**src/rtl/pf_pkg.sv**
```systemverilog
package pf_pkg;

  // Strobes from the decision logic to the tables and queues.
  typedef struct packed {
    logic hit;         // advance the matched stream
    logic retire;      // free the matched stream
    logic alloc;       // open a new stream
    logic dirDown;     // direction used for address generation
    logic candClear;   // consume the matching candidate
    logic candInsert;  // park the reference as a candidate
    logic pushNear;    // enqueue a level-one prefetch
    logic pushFar;     // enqueue a memory-to-level-two request
  } pf_ctl_t;

endpackage

```
**src/rtl/pf_reqq.sv**
```systemverilog
module pf_reqq #(
  parameter int DATA_W = 26
) (
  input  logic              clk,
  input  logic              rstN,
  input  logic              push,
  input  logic [DATA_W-1:0] pushData,
  output logic              outValid,
  input  logic              outReady,
  output logic [DATA_W-1:0] outData
);

  logic [1:0]        count;
  logic [DATA_W-1:0] head;
  logic [DATA_W-1:0] tail;
  logic              doPop;
  logic              doPush;

  assign doPop    = (count != 2'd0) && outReady;
  assign doPush   = push && (count != 2'd2);
  assign outValid = (count != 2'd0);
  assign outData  = head;

  always_ff @(posedge clk) begin
    if (!rstN) begin
      count <= 2'd0;
      head  <= '0;
      tail  <= '0;
    end else begin
      if (doPop) head <= tail;
      if (doPush) begin
        if (count == 2'd0 || (count == 2'd1 && doPop)) head <= pushData;
        else tail <= pushData;
      end
      count <= count + {1'b0, doPush} - {1'b0, doPop};
    end
  end

endmodule

```
**src/rtl/pf_datapath.sv**
```systemverilog
module pf_datapath
  import pf_pkg::*;
#(
  parameter int LINE_W      = 26,
  parameter int PAGE_OFS_W  = 6,
  parameter int NUM_STREAMS = 8,
  parameter int NUM_CANDS   = 4,
  parameter int FAR_DIST    = 12
) (
  input  logic              clk,
  input  logic              rstN,
  input  logic [LINE_W-1:0] refLine,
  input  pf_ctl_t           ctl,
  output logic              hitAny,
  output logic              hitDown,
  output logic              ascAny,
  output logic              descAny,
  output logic              candDup,
  output logic              crossUp,
  output logic              crossDown,
  output logic              farCrossUp,
  output logic              farCrossDown,
  output logic [LINE_W-1:0] nearLine,
  output logic [LINE_W-1:0] farLine
);

  localparam int SIDX_W = (NUM_STREAMS > 1) ? $clog2(NUM_STREAMS) : 1;
  localparam int CIDX_W = (NUM_CANDS > 1) ? $clog2(NUM_CANDS) : 1;
  localparam int PAGE_W = LINE_W - PAGE_OFS_W;
  localparam logic [LINE_W-1:0] ONE_L = LINE_W'(1);
  localparam logic [LINE_W-1:0] FAR_L = LINE_W'(FAR_DIST);
  localparam logic [SIDX_W-1:0] OLDEST = SIDX_W'(NUM_STREAMS - 1);
  localparam logic [CIDX_W-1:0] LAST_CAND = CIDX_W'(NUM_CANDS - 1);

  // stream table
  logic              sValid [NUM_STREAMS];
  logic [LINE_W-1:0] sNext  [NUM_STREAMS];
  logic              sDown  [NUM_STREAMS];
  logic [SIDX_W-1:0] sAge   [NUM_STREAMS];

  // candidate table
  logic              cValid [NUM_CANDS];
  logic [LINE_W-1:0] cLine  [NUM_CANDS];
  logic [CIDX_W-1:0] cPtr;

  logic [NUM_STREAMS-1:0] hitVec;
  logic [NUM_STREAMS-1:0] freeVec;
  logic [NUM_STREAMS-1:0] oldVec;
  logic [NUM_CANDS-1:0]   ascVec;
  logic [NUM_CANDS-1:0]   descVec;
  logic [NUM_CANDS-1:0]   dupVec;

  logic [SIDX_W-1:0] hitIdx;
  logic [SIDX_W-1:0] allocIdx;
  logic [CIDX_W-1:0] ascIdx;
  logic [CIDX_W-1:0] descIdx;
  logic [CIDX_W-1:0] clrIdx;
  logic              anyFree;

  logic [LINE_W-1:0] lineUp;
  logic [LINE_W-1:0] lineDn;
  logic [LINE_W-1:0] farUp;
  logic [LINE_W-1:0] farDn;
  logic [PAGE_W-1:0] refPage;

  // ---------------- address generation ----------------
  assign lineUp  = refLine + ONE_L;
  assign lineDn  = refLine - ONE_L;
  assign farUp   = refLine + FAR_L;
  assign farDn   = refLine - FAR_L;
  assign refPage = refLine[LINE_W-1:PAGE_OFS_W];

  assign crossUp      = (lineUp[LINE_W-1:PAGE_OFS_W] != refPage);
  assign crossDown    = (lineDn[LINE_W-1:PAGE_OFS_W] != refPage);
  assign farCrossUp   = (farUp[LINE_W-1:PAGE_OFS_W]  != refPage);
  assign farCrossDown = (farDn[LINE_W-1:PAGE_OFS_W]  != refPage);

  assign nearLine = ctl.dirDown ? lineDn : lineUp;
  assign farLine  = ctl.dirDown ? farDn  : farUp;

  // ---------------- per-slot comparators ----------------
  for (genvar g = 0; g < NUM_STREAMS; g++) begin : gSlotCmp
    assign hitVec[g]  = sValid[g] && (sNext[g] == refLine);
    assign freeVec[g] = !sValid[g];
    assign oldVec[g]  = sValid[g] && (sAge[g] == OLDEST);
  end

  for (genvar g = 0; g < NUM_CANDS; g++) begin : gCandCmp
    assign ascVec[g]  = cValid[g] && (cLine[g] == lineDn);
    assign descVec[g] = cValid[g] && (cLine[g] == lineUp);
    assign dupVec[g]  = cValid[g] && (cLine[g] == refLine);
  end

  // ---------------- priority selection ----------------
  always_comb begin
    hitAny   = 1'b0;
    hitIdx   = '0;
    anyFree  = 1'b0;
    allocIdx = '0;
    for (int i = 0; i < NUM_STREAMS; i++) begin
      if (!hitAny && hitVec[i]) begin
        hitAny = 1'b1;
        hitIdx = SIDX_W'(i);
      end
      if (!anyFree && freeVec[i]) begin
        anyFree  = 1'b1;
        allocIdx = SIDX_W'(i);
      end
    end
    if (!anyFree) begin
      for (int i = NUM_STREAMS - 1; i >= 0; i--) begin
        if (oldVec[i]) allocIdx = SIDX_W'(i);
      end
    end
  end

  assign hitDown = sDown[hitIdx];

  always_comb begin
    ascAny  = 1'b0;
    descAny = 1'b0;
    ascIdx  = '0;
    descIdx = '0;
    for (int i = 0; i < NUM_CANDS; i++) begin
      if (!ascAny && ascVec[i]) begin
        ascAny = 1'b1;
        ascIdx = CIDX_W'(i);
      end
      if (!descAny && descVec[i]) begin
        descAny = 1'b1;
        descIdx = CIDX_W'(i);
      end
    end
  end

  assign candDup = |dupVec;
  assign clrIdx  = ctl.dirDown ? descIdx : ascIdx;

  // ---------------- stream table update ----------------
  always_ff @(posedge clk) begin
    if (!rstN) begin
      for (int i = 0; i < NUM_STREAMS; i++) begin
        sValid[i] <= 1'b0;
        sNext[i]  <= '0;
        sDown[i]  <= 1'b0;
        sAge[i]   <= '0;
      end
    end else begin
      for (int i = 0; i < NUM_STREAMS; i++) begin
        if (ctl.alloc) begin
          if (allocIdx == SIDX_W'(i)) begin
            sValid[i] <= 1'b1;
            sNext[i]  <= nearLine;
            sDown[i]  <= ctl.dirDown;
            sAge[i]   <= '0;
          end else if (sValid[i]) begin
            sAge[i] <= sAge[i] + SIDX_W'(1);
          end
        end
        if (ctl.hit) begin
          if (hitIdx == SIDX_W'(i)) begin
            sNext[i] <= nearLine;
            sAge[i]  <= '0;
          end else if (sValid[i] && (sAge[i] < sAge[hitIdx])) begin
            sAge[i] <= sAge[i] + SIDX_W'(1);
          end
        end
        if (ctl.retire) begin
          if (hitIdx == SIDX_W'(i)) begin
            sValid[i] <= 1'b0;
          end else if (sValid[i] && (sAge[i] > sAge[hitIdx])) begin
            sAge[i] <= sAge[i] - SIDX_W'(1);
          end
        end
      end
    end
  end

  // ---------------- candidate table update ----------------
  always_ff @(posedge clk) begin
    if (!rstN) begin
      cPtr <= '0;
      for (int i = 0; i < NUM_CANDS; i++) begin
        cValid[i] <= 1'b0;
        cLine[i]  <= '0;
      end
    end else begin
      for (int i = 0; i < NUM_CANDS; i++) begin
        if (ctl.candClear && clrIdx == CIDX_W'(i)) cValid[i] <= 1'b0;
        if (ctl.candInsert && cPtr == CIDX_W'(i)) begin
          cValid[i] <= 1'b1;
          cLine[i]  <= refLine;
        end
      end
      if (ctl.candInsert) cPtr <= (cPtr == LAST_CAND) ? '0 : cPtr + CIDX_W'(1);
    end
  end

endmodule

```
**src/rtl/pf_control.sv**
```systemverilog
module pf_control
  import pf_pkg::*;
(
  input  logic    refValid,
  input  logic    refMiss,
  input  logic    hitAny,
  input  logic    hitDown,
  input  logic    ascAny,
  input  logic    descAny,
  input  logic    candDup,
  input  logic    crossUp,
  input  logic    crossDown,
  input  logic    farCrossUp,
  input  logic    farCrossDown,
  output pf_ctl_t ctl
);

  logic matchRef;
  logic confirmRef;
  logic dirDown;
  logic crossNext;
  logic crossFar;
  logic issue;

  always_comb begin
    matchRef   = refValid && hitAny;
    confirmRef = refValid && !hitAny && refMiss && (ascAny || descAny);
    dirDown    = matchRef ? hitDown : !ascAny;
    crossNext  = dirDown ? crossDown : crossUp;
    crossFar   = dirDown ? farCrossDown : farCrossUp;
    issue      = (matchRef || confirmRef) && !crossNext;

    ctl            = '0;
    ctl.dirDown    = dirDown;
    ctl.hit        = matchRef && !crossNext;
    ctl.retire     = matchRef && crossNext;
    ctl.alloc      = confirmRef && !crossNext;
    ctl.candClear  = confirmRef;
    ctl.candInsert = refValid && refMiss && !hitAny && !ascAny && !descAny && !candDup;
    ctl.pushNear   = issue;
    ctl.pushFar    = issue && !crossFar;
  end

endmodule

```
**src/rtl/stream_prefetcher.sv**
```systemverilog
module stream_prefetcher
  import pf_pkg::*;
#(
  parameter int LINE_W      = 26,
  parameter int PAGE_OFS_W  = 6,
  parameter int NUM_STREAMS = 8,
  parameter int NUM_CANDS   = 4,
  parameter int FAR_DIST    = 12
) (
  input  logic              clk,
  input  logic              rstN,
  input  logic              refValid,
  input  logic [LINE_W-1:0] refLine,
  input  logic              refMiss,
  output logic              nearValid,
  input  logic              nearReady,
  output logic [LINE_W-1:0] nearLine,
  output logic              farValid,
  input  logic              farReady,
  output logic [LINE_W-1:0] farLine
);

  localparam int NUM_PORTS = 2;

  pf_ctl_t           ctl;
  logic              hitAny, hitDown, ascAny, descAny, candDup;
  logic              crossUp, crossDown, farCrossUp, farCrossDown;
  logic [LINE_W-1:0] genNear, genFar;

  logic              qPush  [NUM_PORTS];
  logic [LINE_W-1:0] qIn    [NUM_PORTS];
  logic              qValid [NUM_PORTS];
  logic              qReady [NUM_PORTS];
  logic [LINE_W-1:0] qOut   [NUM_PORTS];

  pf_datapath #(
    .LINE_W(LINE_W), .PAGE_OFS_W(PAGE_OFS_W), .NUM_STREAMS(NUM_STREAMS),
    .NUM_CANDS(NUM_CANDS), .FAR_DIST(FAR_DIST)
  ) uDp (
    .clk(clk), .rstN(rstN), .refLine(refLine), .ctl(ctl),
    .hitAny(hitAny), .hitDown(hitDown), .ascAny(ascAny), .descAny(descAny),
    .candDup(candDup), .crossUp(crossUp), .crossDown(crossDown),
    .farCrossUp(farCrossUp), .farCrossDown(farCrossDown),
    .nearLine(genNear), .farLine(genFar)
  );

  pf_control uCtl (
    .refValid(refValid), .refMiss(refMiss), .hitAny(hitAny), .hitDown(hitDown),
    .ascAny(ascAny), .descAny(descAny), .candDup(candDup),
    .crossUp(crossUp), .crossDown(crossDown),
    .farCrossUp(farCrossUp), .farCrossDown(farCrossDown), .ctl(ctl)
  );

  assign qPush[0]  = ctl.pushNear;
  assign qIn[0]    = genNear;
  assign qReady[0] = nearReady;
  assign qPush[1]  = ctl.pushFar;
  assign qIn[1]    = genFar;
  assign qReady[1] = farReady;

  for (genvar p = 0; p < NUM_PORTS; p++) begin : gPort
    pf_reqq #(.DATA_W(LINE_W)) uQ (
      .clk(clk), .rstN(rstN), .push(qPush[p]), .pushData(qIn[p]),
      .outValid(qValid[p]), .outReady(qReady[p]), .outData(qOut[p])
    );
  end

  assign nearValid = qValid[0];
  assign nearLine  = qOut[0];
  assign farValid  = qValid[1];
  assign farLine   = qOut[1];

endmodule

```
**config.mk**
```make
export PLATFORM = sky130hd
export DESIGN_NAME = stream_prefetcher
export DESIGN_NICKNAME = d
export VERILOG_FILES = /design/src/rtl/pf_pkg.sv /design/src/rtl/pf_reqq.sv /design/src/rtl/pf_datapath.sv /design/src/rtl/pf_control.sv /design/src/rtl/stream_prefetcher.sv
export SDC_FILE = /design/constraint.sdc
export NUM_CORES = 2
export LEC_CHECK = 0
export BUFFER_PORTS_ARGS = -buffer_cell sky130_fd_sc_hd__buf_2
export CAP_MARGIN = 0
export CORE_ASPECT_RATIO = 0.7
export CORE_MARGIN = 10
export CORE_UTILIZATION = 45
export CTS_CLUSTER_DIAMETER = 50
export DETAILED_ROUTE_END_ITERATION = 8
export MAX_ROUTING_LAYER = met4
export PLACE_DENSITY = 0.62
export SLEW_MARGIN = 10
export SYNTH_ARGS = -nofsm -noshare
export SYNTH_HDL_FRONTEND = slang
export SYNTH_SLANG_ARGS = --single-unit
```
**constraint.sdc**
```tcl
create_clock -name clk -period 15.16 [get_ports clk]
set_clock_uncertainty 0.05 [all_clocks]
set_input_delay 0.758 -clock clk [delete_from_list [all_inputs] [get_ports clk]]
set_output_delay 0.758 -clock clk [all_outputs]
set_load 0.02 [all_outputs]
```
### Yosys cells after proc, flatten, opt, wreduce, memory -nomap -nowiden

Memory sizes are Yosys's and may differ from the RTL's.
Index checks and enable logic that the tools add are counted.

| word-level totals | value |
|---|---|
| bits in registers | 110 |
| RAM bits | 356 |
| input bits | 32 |
| output and inout bits | 54 |
| memories | 6 |

Memory list:

| name | depth | bits a word | rd ports | clocked after memory_dff | wr ports | line | RTL |
|---|---|---|---|---|---|---|---|
| uDp.sNext | 8 | 26 | 8 | 0 | 8 | pf_datapath.sv:37 | `logic [LINE_W-1:0] sNext [NUM_STREAMS];` |
| uDp.cLine | 4 | 26 | 4 | 0 | 4 | pf_datapath.sv:43 | `logic [LINE_W-1:0] cLine [NUM_CANDS];` |
| uDp.sAge | 8 | 3 | 9 | 0 | 8 | pf_datapath.sv:39 | `logic [SIDX_W-1:0] sAge [NUM_STREAMS];` |
| uDp.sDown | 8 | 1 | 1 | 0 | 8 | pf_datapath.sv:38 | `logic sDown [NUM_STREAMS];` |
| uDp.sValid | 8 | 1 | 8 | 0 | 8 | pf_datapath.sv:36 | `logic sValid [NUM_STREAMS];` |
| uDp.cValid | 4 | 1 | 4 | 0 | 4 | pf_datapath.sv:42 | `logic cValid [NUM_CANDS];` |

| operators by class | value |
|---|---|
| add/subtract/negate cells | 25 |
| order comparisons | 16 |
| eq/ne operators | 56 |
| mux-type cells | 391 |
| bitwise logic cells | 94 |
| reduce and logical (&&, ||, !) cells | 139 |

Operators by type and width:

| kind | number |
|---|---|
| two-way mux 26 bit | 28 |
| equality test 26 bit | 20 |
| two-way mux 1 bit | 296 |
| two-way mux 3 bit | 61 |
| logical AND 1 bit | 92 |
| OR 1 bit | 92 |
| inequality test 20 bit | 4 |
| equality test 3 bit, second input constant | 16 |
| zero test 1 bit | 32 |
| adder 26 x 1 -> 26 bit, second input constant | 1 |
| adder 26 x 4 -> 26 bit, second input constant | 1 |
| subtractor 26 x 1 -> 26 bit, second input constant | 1 |
| subtractor 26 x 4 -> 26 bit, second input constant | 1 |
| adder 3 x 1 -> 3 bit, second input constant | 8 |
| greater-than comparator 3 bit | 8 |
| < comparator 3 bit | 8 |
| subtractor 3 x 1 -> 3 bit, second input constant | 8 |
| equality test 3 x 2 -> 1 bit, second input constant | 4 |
| two-way mux 2 bit | 6 |
| equality test 2 x 1 -> 1 bit, second input constant | 4 |
| equality test 2 bit, second input constant | 4 |
| zero test 2 bit | 4 |
| equality test 3 x 1 -> 1 bit, second input constant | 2 |
| zero test 3 bit | 2 |
| other kinds (9) | 18 |

### Longest topological paths before layout

An unclocked memory read counts as a cell.

| depth | value |
|---|---|
| depth after elaboration | 41 |
| gate-level depth with buffers | 24 |

### Modules after synthesis

From an unflattened synthesis, not the netlist that was laid out.

| second synthesis, totals | value |
|---|---|
| cells, all modules | 3096 |
| area total of the unflattened synthesis | 29484.5 um^2 |

Modules (own cells, without submodules):

| module | instances | cells each | area an instance (um^2) |
|---|---|---|---|
| pf_datapath | 1 | 2491 | 24481.0 |
| pf_reqq at gPort[0].uQ | 1 | 290 | 2427.3 |
| pf_reqq at gPort[1].uQ | 1 | 290 | 2419.8 |
| pf_control | 1 | 25 | 156.4 |

### Worst setup path before layout

No wires, ideal clock.

| timing | value |
|---|---|
| path kind | in2reg |
| start point | in refLine[2] |
| end point | mem uDp.sNext[1][0], in the netlist uDp.sNext[0][26] (enable) |
| data arrival time | 6428 ps |
| required time | 14661 ps |
| setup slack | 8233 ps |
| cell stages on the path | 18 |
| path through | buf_2 > buf_4 > buf_1 > inv_1 > ha_1 > buf_2 > nor4bb_1 > clkbuf_1 > buf_2 > a21oi_1 > nor4b_1 > nand4_1 > or4_1 > nor4_4 > o41ai_4 > a21oi_2 > nor2_1 > o31ai_1 |

RTL lines:

| item | line | RTL |
|---|---|---|
| from (decl) | stream_prefetcher.sv:13 | `input logic [LINE_W-1:0] refLine,` |
| to (decl) | pf_datapath.sv:37 |  |

==> flow_summary_export.csv <==
group,metric,value,unit
global_routing,grt_pass1_vias,27727,
floorplanning,chipHeight,240,µm
synthesis,cell_variety_after_synth,102,
synthesis,synth_nets,3405,
floorplanning,die_x,335,µm
detailed_routing,wirelength,157,mm
layout,layout.cells.non_filler,4289,
synthesis,synth_area_in_compound_gates,0.129,
layout,area_delta_synth_final,10.7,%
synthesis,synth-warning-count,0,
layout,post_route_cells_drive_above_1_share,0.124,
worst_setup_path,timing.critical_path.from_type,"primary input",
pwr,power_frac_comb,0.169,
clock_network,cts_num_sinks,466,
floorplanning,design.core.area,68500,µm²
synthesis,syn-mean-instance-area,9.43,µm²
detailed_routing,total_number_of_vias,30031,
synthesis,area_of_the_mapped_netlist,31300,µm²
clock_network,cts_setup_buffers,0,
global_routing,grt_antenna_before_repair,10,
worst_setup_path,timing.critical_path.fanout_max,36,
global_routing,grt_pass1_wl,215,mm
clock_network,h-tree-depth,2,
worst_setup_path,setup.worst_path.end_class,"flop",
detailed_routing,drt-wirelength-per-cell,36.6,µm
timing,setup_repair_after_global_routing_missed_its_margin,"no",
pwr,static_leakage,12.3,nW
timing,final.hold.worst_slack,0.406,ns
floorplanning,core.rowCount,80,
pwr,post_layout_total_power,3.41,mW
timing,timing_hold_violations_final,0,
synthesis,postSynthCellCount,3313,
min_path,worst_hold_path_type,"reg2reg",
floorplanning,num_io_pins,86,
placement,placement.io_buffers,85,
detailed_routing,drt_first_pass_iters,7,
synthesis,synth_adder_area_share,0.0240,
outcome,run_status,"complete, no violations",
pwr,power.sequential.fraction,0.426,
timing,timing_max_transition_violations_final,0,
timing,finalSetupTns,0,ns
synthesis,synth.mux.area_fraction,0.0303,
global_routing,grt_overflow_total,0,
synthesis,largest_family_of_logic_cells_by_synthesized_area,"simple AND/OR/NAND/NOR gates",
pwr,net_sw_frac,0.313,
synthesis,post_synth_xor_area_fraction,0.138,
detailed_routing,drt.antenna.violating_nets,0,
floorplanning,start_util,0.456,
global_routing,pin_count_of_the_biggest_net_entering_global_routing,68,
pwr,p_clk_frac,0.405,
synthesis,async_reset_ff_frac,0,
detailed_routing,initial_detailed_routing_violation_count,5301,
timing,fmaxAchievable,0.122,GHz
clock_network,clock_tree.root_cell,"sky130_fd_sc_hd__clkbuf_16",
synthesis,ys_seq_elements,466,
clock_network,cts.hold.buffers_added,0,
global_routing,grt_use_total,0.385,
pwr,pwr_density_cell,98.4,nW/µm²
worst_setup_path,cp.arrival,8.42,ns
timing,maxSlewHeadroom,0.107,
synthesis,post_synth_and_or_nand_nor_area_fraction,0.226,
worst_setup_path,data_required_critical_path,15.38,ns
detailed_routing,drt_drc_violations_left,0,
detailed_routing,post_drt_via_cell_ratio,7.00,
clock_network,clk-insertion-delay-late,0.71,ns
timing,timing.final.crit_period,8.21,ns
timing,slew_at_the_pin_with_the_worst_max_slew_slack,1.34,ns
clock_network,max-clock-path-buffers,3,
placement,dp.cells,4180,
pwr,p_int,2.34,mW
synthesis,synth_enable_flop_cells,347,
clock_network,tritoncts_clock_tree,"yes",
timing,setup_violations,0,
run,max_cap_viol_count,0,
timing,fin_crit_sh,0.541,
pwr,total_switching_power,1.07,mW
floorplanning,dieArea,80600,µm²
clock_network,post_cts.resized_instances,0,
synthesis,synth-main-ff-cell,"sky130_fd_sc_hd__edfxtp_1",
worst_setup_path,timing_worst_setup_path_type,"in2reg",
clock_network,tritoncts.num_buffers,54,
placement,finalWeightedCongestion,1.15,
placement,detailed_place_hpwl,113,mm
pwr,vdd.ir_drop.worst,0.0936,mV
clock_network,path_clk_slew,0.06,ns
layout,layout.nets,3426,
synthesis,ys_seq_area_frac,0.410,
## critical path, stage by stage
cell and delay [ns]:
sky130_fd_sc_hd__buf_2 0.10, sky130_fd_sc_hd__buf_4 0.33, sky130_fd_sc_hd__inv_1 0.28, sky130_fd_sc_hd__ha_1 0.58
sky130_fd_sc_hd__nand4bb_1 0.88, sky130_fd_sc_hd__nor3_1 1.16, sky130_fd_sc_hd__mux2i_1 0.36, sky130_fd_sc_hd__nand2_1 0.08
sky130_fd_sc_hd__or4b_1 0.58, sky130_fd_sc_hd__nor4_4 0.51, sky130_fd_sc_hd__o41ai_4 0.14, sky130_fd_sc_hd__buf_4 0.35
sky130_fd_sc_hd__a21oi_2 0.32, sky130_fd_sc_hd__or2_1 0.14, sky130_fd_sc_hd__buf_4 0.34, sky130_fd_sc_hd__nand2_2 0.45
sky130_fd_sc_hd__nand2_1 0.98
## logic make-up (layout without fill, tap and decap cells)
| logic type | after synthesis | in the layout |
|---|---|---|
| AOI/OAI and AO/OA | 586 | 586 |
| xor gates and xnor gates | 493 | 493 |
| adders and majority gates | 60 | 60 |
| buffers and inverters | 300 | 367 |
| DFF | 466 | 466 |
| muxes | 89 | 89 |
| other | 0 | 7 |
| and+or+nand+nor | 1319 | 1319 |
## routing by layer
layer  vias up  part of all wire  track usage
met3       383              0.16        0.136
met5         -                 0            -
met4         0             0.036        0.125
li1      12293                 -            -
met2      2484              0.39        0.504
met1     14871              0.42        0.541
## flip-flops by register name (all words and copies together), names as in the netlist
register and flops:
gPort.uQ.count 4, gPort.uQ.outData 52, gPort.uQ.tail 52, uDp.cLine 104, uDp.cPtr 2, uDp.cValid 4, uDp.sAge 24, uDp.sDown 8
uDp.sNext 208, uDp.sValid 8
## per-stage QoR
step / worst slack (ns) / utilization / area [µm²]
floorplan: 8.23 / - / 31300
global placement: 6.83 / 0.478 / 32700
detailed placement: 6.58 / 0.478 / 32700
CTS: 7.25 / 0.505 / 34600
global route: 6.62 / 0.505 / 34600
finish: 6.95 / 0.506 / 34600
## layout make-up
cell class / count / area (µm²)
clock buffer: 72 / 1530
tap: 902 / 1130
multi-input combinational: 2547 / 17300
inverter: 76 / 290
timing repair buffer: 189 / 1210
fill: 6319 / 33900
antenna: 7 / 17.5
clock inverter: 30 / 337
sequential: 466 / 12800
## power by group through the flow
| stage | clock, mW | sequential [mW] | combinational, mW |
|---|---|---|---|
| floorplan | 0 | 1.46 | 0.332 |
| global placement | 0 | 1.47 | 0.544 |
| detailed placement | 0 | 1.48 | 0.544 |
| CTS | 1.38 | 1.45 | 0.547 |
| global route | 1.43 | 1.45 | 0.587 |
| finish | 1.38 | 1.45 | 0.576 |
## cells in the final DEF (no fill, tap or decap), types with 39 or more instances in the layout
| cell | Yosys | final |
|---|---|---|
| sky130_fd_sc_hd__xor2_1 | 185 | 182 |
| sky130_fd_sc_hd__and3_1 | 40 | 40 |
| sky130_fd_sc_hd__buf_4 | 13 | 104 |
| sky130_fd_sc_hd__and2_1 | 73 | 73 |
| sky130_fd_sc_hd__dfxtp_1 | 119 | 119 |
| sky130_fd_sc_hd__clkbuf_16 | 0 | 55 |
| sky130_fd_sc_hd__nor3_1 | 132 | 131 |
| sky130_fd_sc_hd__nor2_1 | 299 | 299 |
| sky130_fd_sc_hd__o21ai_0 | 91 | 90 |
| sky130_fd_sc_hd__or4_1 | 39 | 39 |
| sky130_fd_sc_hd__a21oi_1 | 138 | 136 |
| sky130_fd_sc_hd__inv_1 | 73 | 73 |
| sky130_fd_sc_hd__nand3_1 | 145 | 145 |
| sky130_fd_sc_hd__mux2i_1 | 46 | 46 |
| sky130_fd_sc_hd__buf_2 | 75 | 85 |
| sky130_fd_sc_hd__ha_1 | 60 | 60 |
| sky130_fd_sc_hd__nand4_1 | 141 | 141 |
| sky130_fd_sc_hd__xnor2_1 | 308 | 308 |
| sky130_fd_sc_hd__a31oi_1 | 48 | 48 |
| sky130_fd_sc_hd__nand2_1 | 200 | 196 |
| sky130_fd_sc_hd__edfxtp_1 | 347 | 347 |
| sky130_fd_sc_hd__mux2_2 | 41 | 41 |
| sky130_fd_sc_hd__nor4_1 | 71 | 64 |
## Yosys cell counts, types with 17 or more instances
| cell | count | area (µm²) |
|---|---|---|
| sky130_fd_sc_hd__nor4_1 | 71 | 444 |
| sky130_fd_sc_hd__buf_2 | 75 | 375 |
| sky130_fd_sc_hd__nor2b_1 | 20 | 125 |
| sky130_fd_sc_hd__nand3_1 | 145 | 726 |
| sky130_fd_sc_hd__nand4_1 | 141 | 882 |
| sky130_fd_sc_hd__mux2i_1 | 46 | 460 |
| sky130_fd_sc_hd__dfxtp_1 | 119 | 2380 |
| sky130_fd_sc_hd__mux2_2 | 41 | 462 |
| sky130_fd_sc_hd__and3_1 | 40 | 250 |
| sky130_fd_sc_hd__o31ai_1 | 19 | 143 |
| sky130_fd_sc_hd__and2_1 | 73 | 457 |
| sky130_fd_sc_hd__nor2_1 | 299 | 1120 |
| sky130_fd_sc_hd__nand2_1 | 200 | 751 |
| sky130_fd_sc_hd__a21o_1 | 27 | 203 |
| sky130_fd_sc_hd__or3_1 | 36 | 225 |
| sky130_fd_sc_hd__a211oi_1 | 33 | 248 |
| sky130_fd_sc_hd__edfxtp_1 | 347 | 10400 |
| sky130_fd_sc_hd__buf_1 | 21 | 78.8 |
| sky130_fd_sc_hd__o211ai_1 | 29 | 218 |
| sky130_fd_sc_hd__ha_1 | 60 | 751 |
| sky130_fd_sc_hd__o22ai_1 | 27 | 169 |
| sky130_fd_sc_hd__nand2b_1 | 17 | 106 |
| sky130_fd_sc_hd__a21oi_1 | 138 | 691 |
| sky130_fd_sc_hd__nor3_1 | 132 | 661 |
| sky130_fd_sc_hd__xnor2_1 | 308 | 2700 |
| sky130_fd_sc_hd__xor2_1 | 185 | 1620 |
| sky130_fd_sc_hd__and4_1 | 17 | 149 |
| sky130_fd_sc_hd__o21ai_0 | 91 | 455 |
| sky130_fd_sc_hd__inv_1 | 73 | 274 |
| sky130_fd_sc_hd__or4_1 | 39 | 293 |
| sky130_fd_sc_hd__a31oi_1 | 48 | 300 |
| sky130_fd_sc_hd__o2111ai_1 | 20 | 175 |
| sky130_fd_sc_hd__clkbuf_1 | 105 | 394 |
| sky130_fd_sc_hd__o21bai_1 | 21 | 158 |
## path summary, 6_finish.rpt
path                        startpoint              endpoint  slack (ns)  cells after the start
setup reg to reg      uDp.sNext[0][22]     uDp.sNext[0][103]        8.62                     12
setup / recovery            refLine[2]     uDp.sNext[0][103]        6.95                     17
hold / removal    gPort[0].uQ.tail[16]  gPort[0].uQ.tail[16]        0.41                      2
hold reg to reg   gPort[0].uQ.tail[16]  gPort[0].uQ.tail[16]        0.41                      2
No activity file was read; power rests on OpenSTA's default activity.
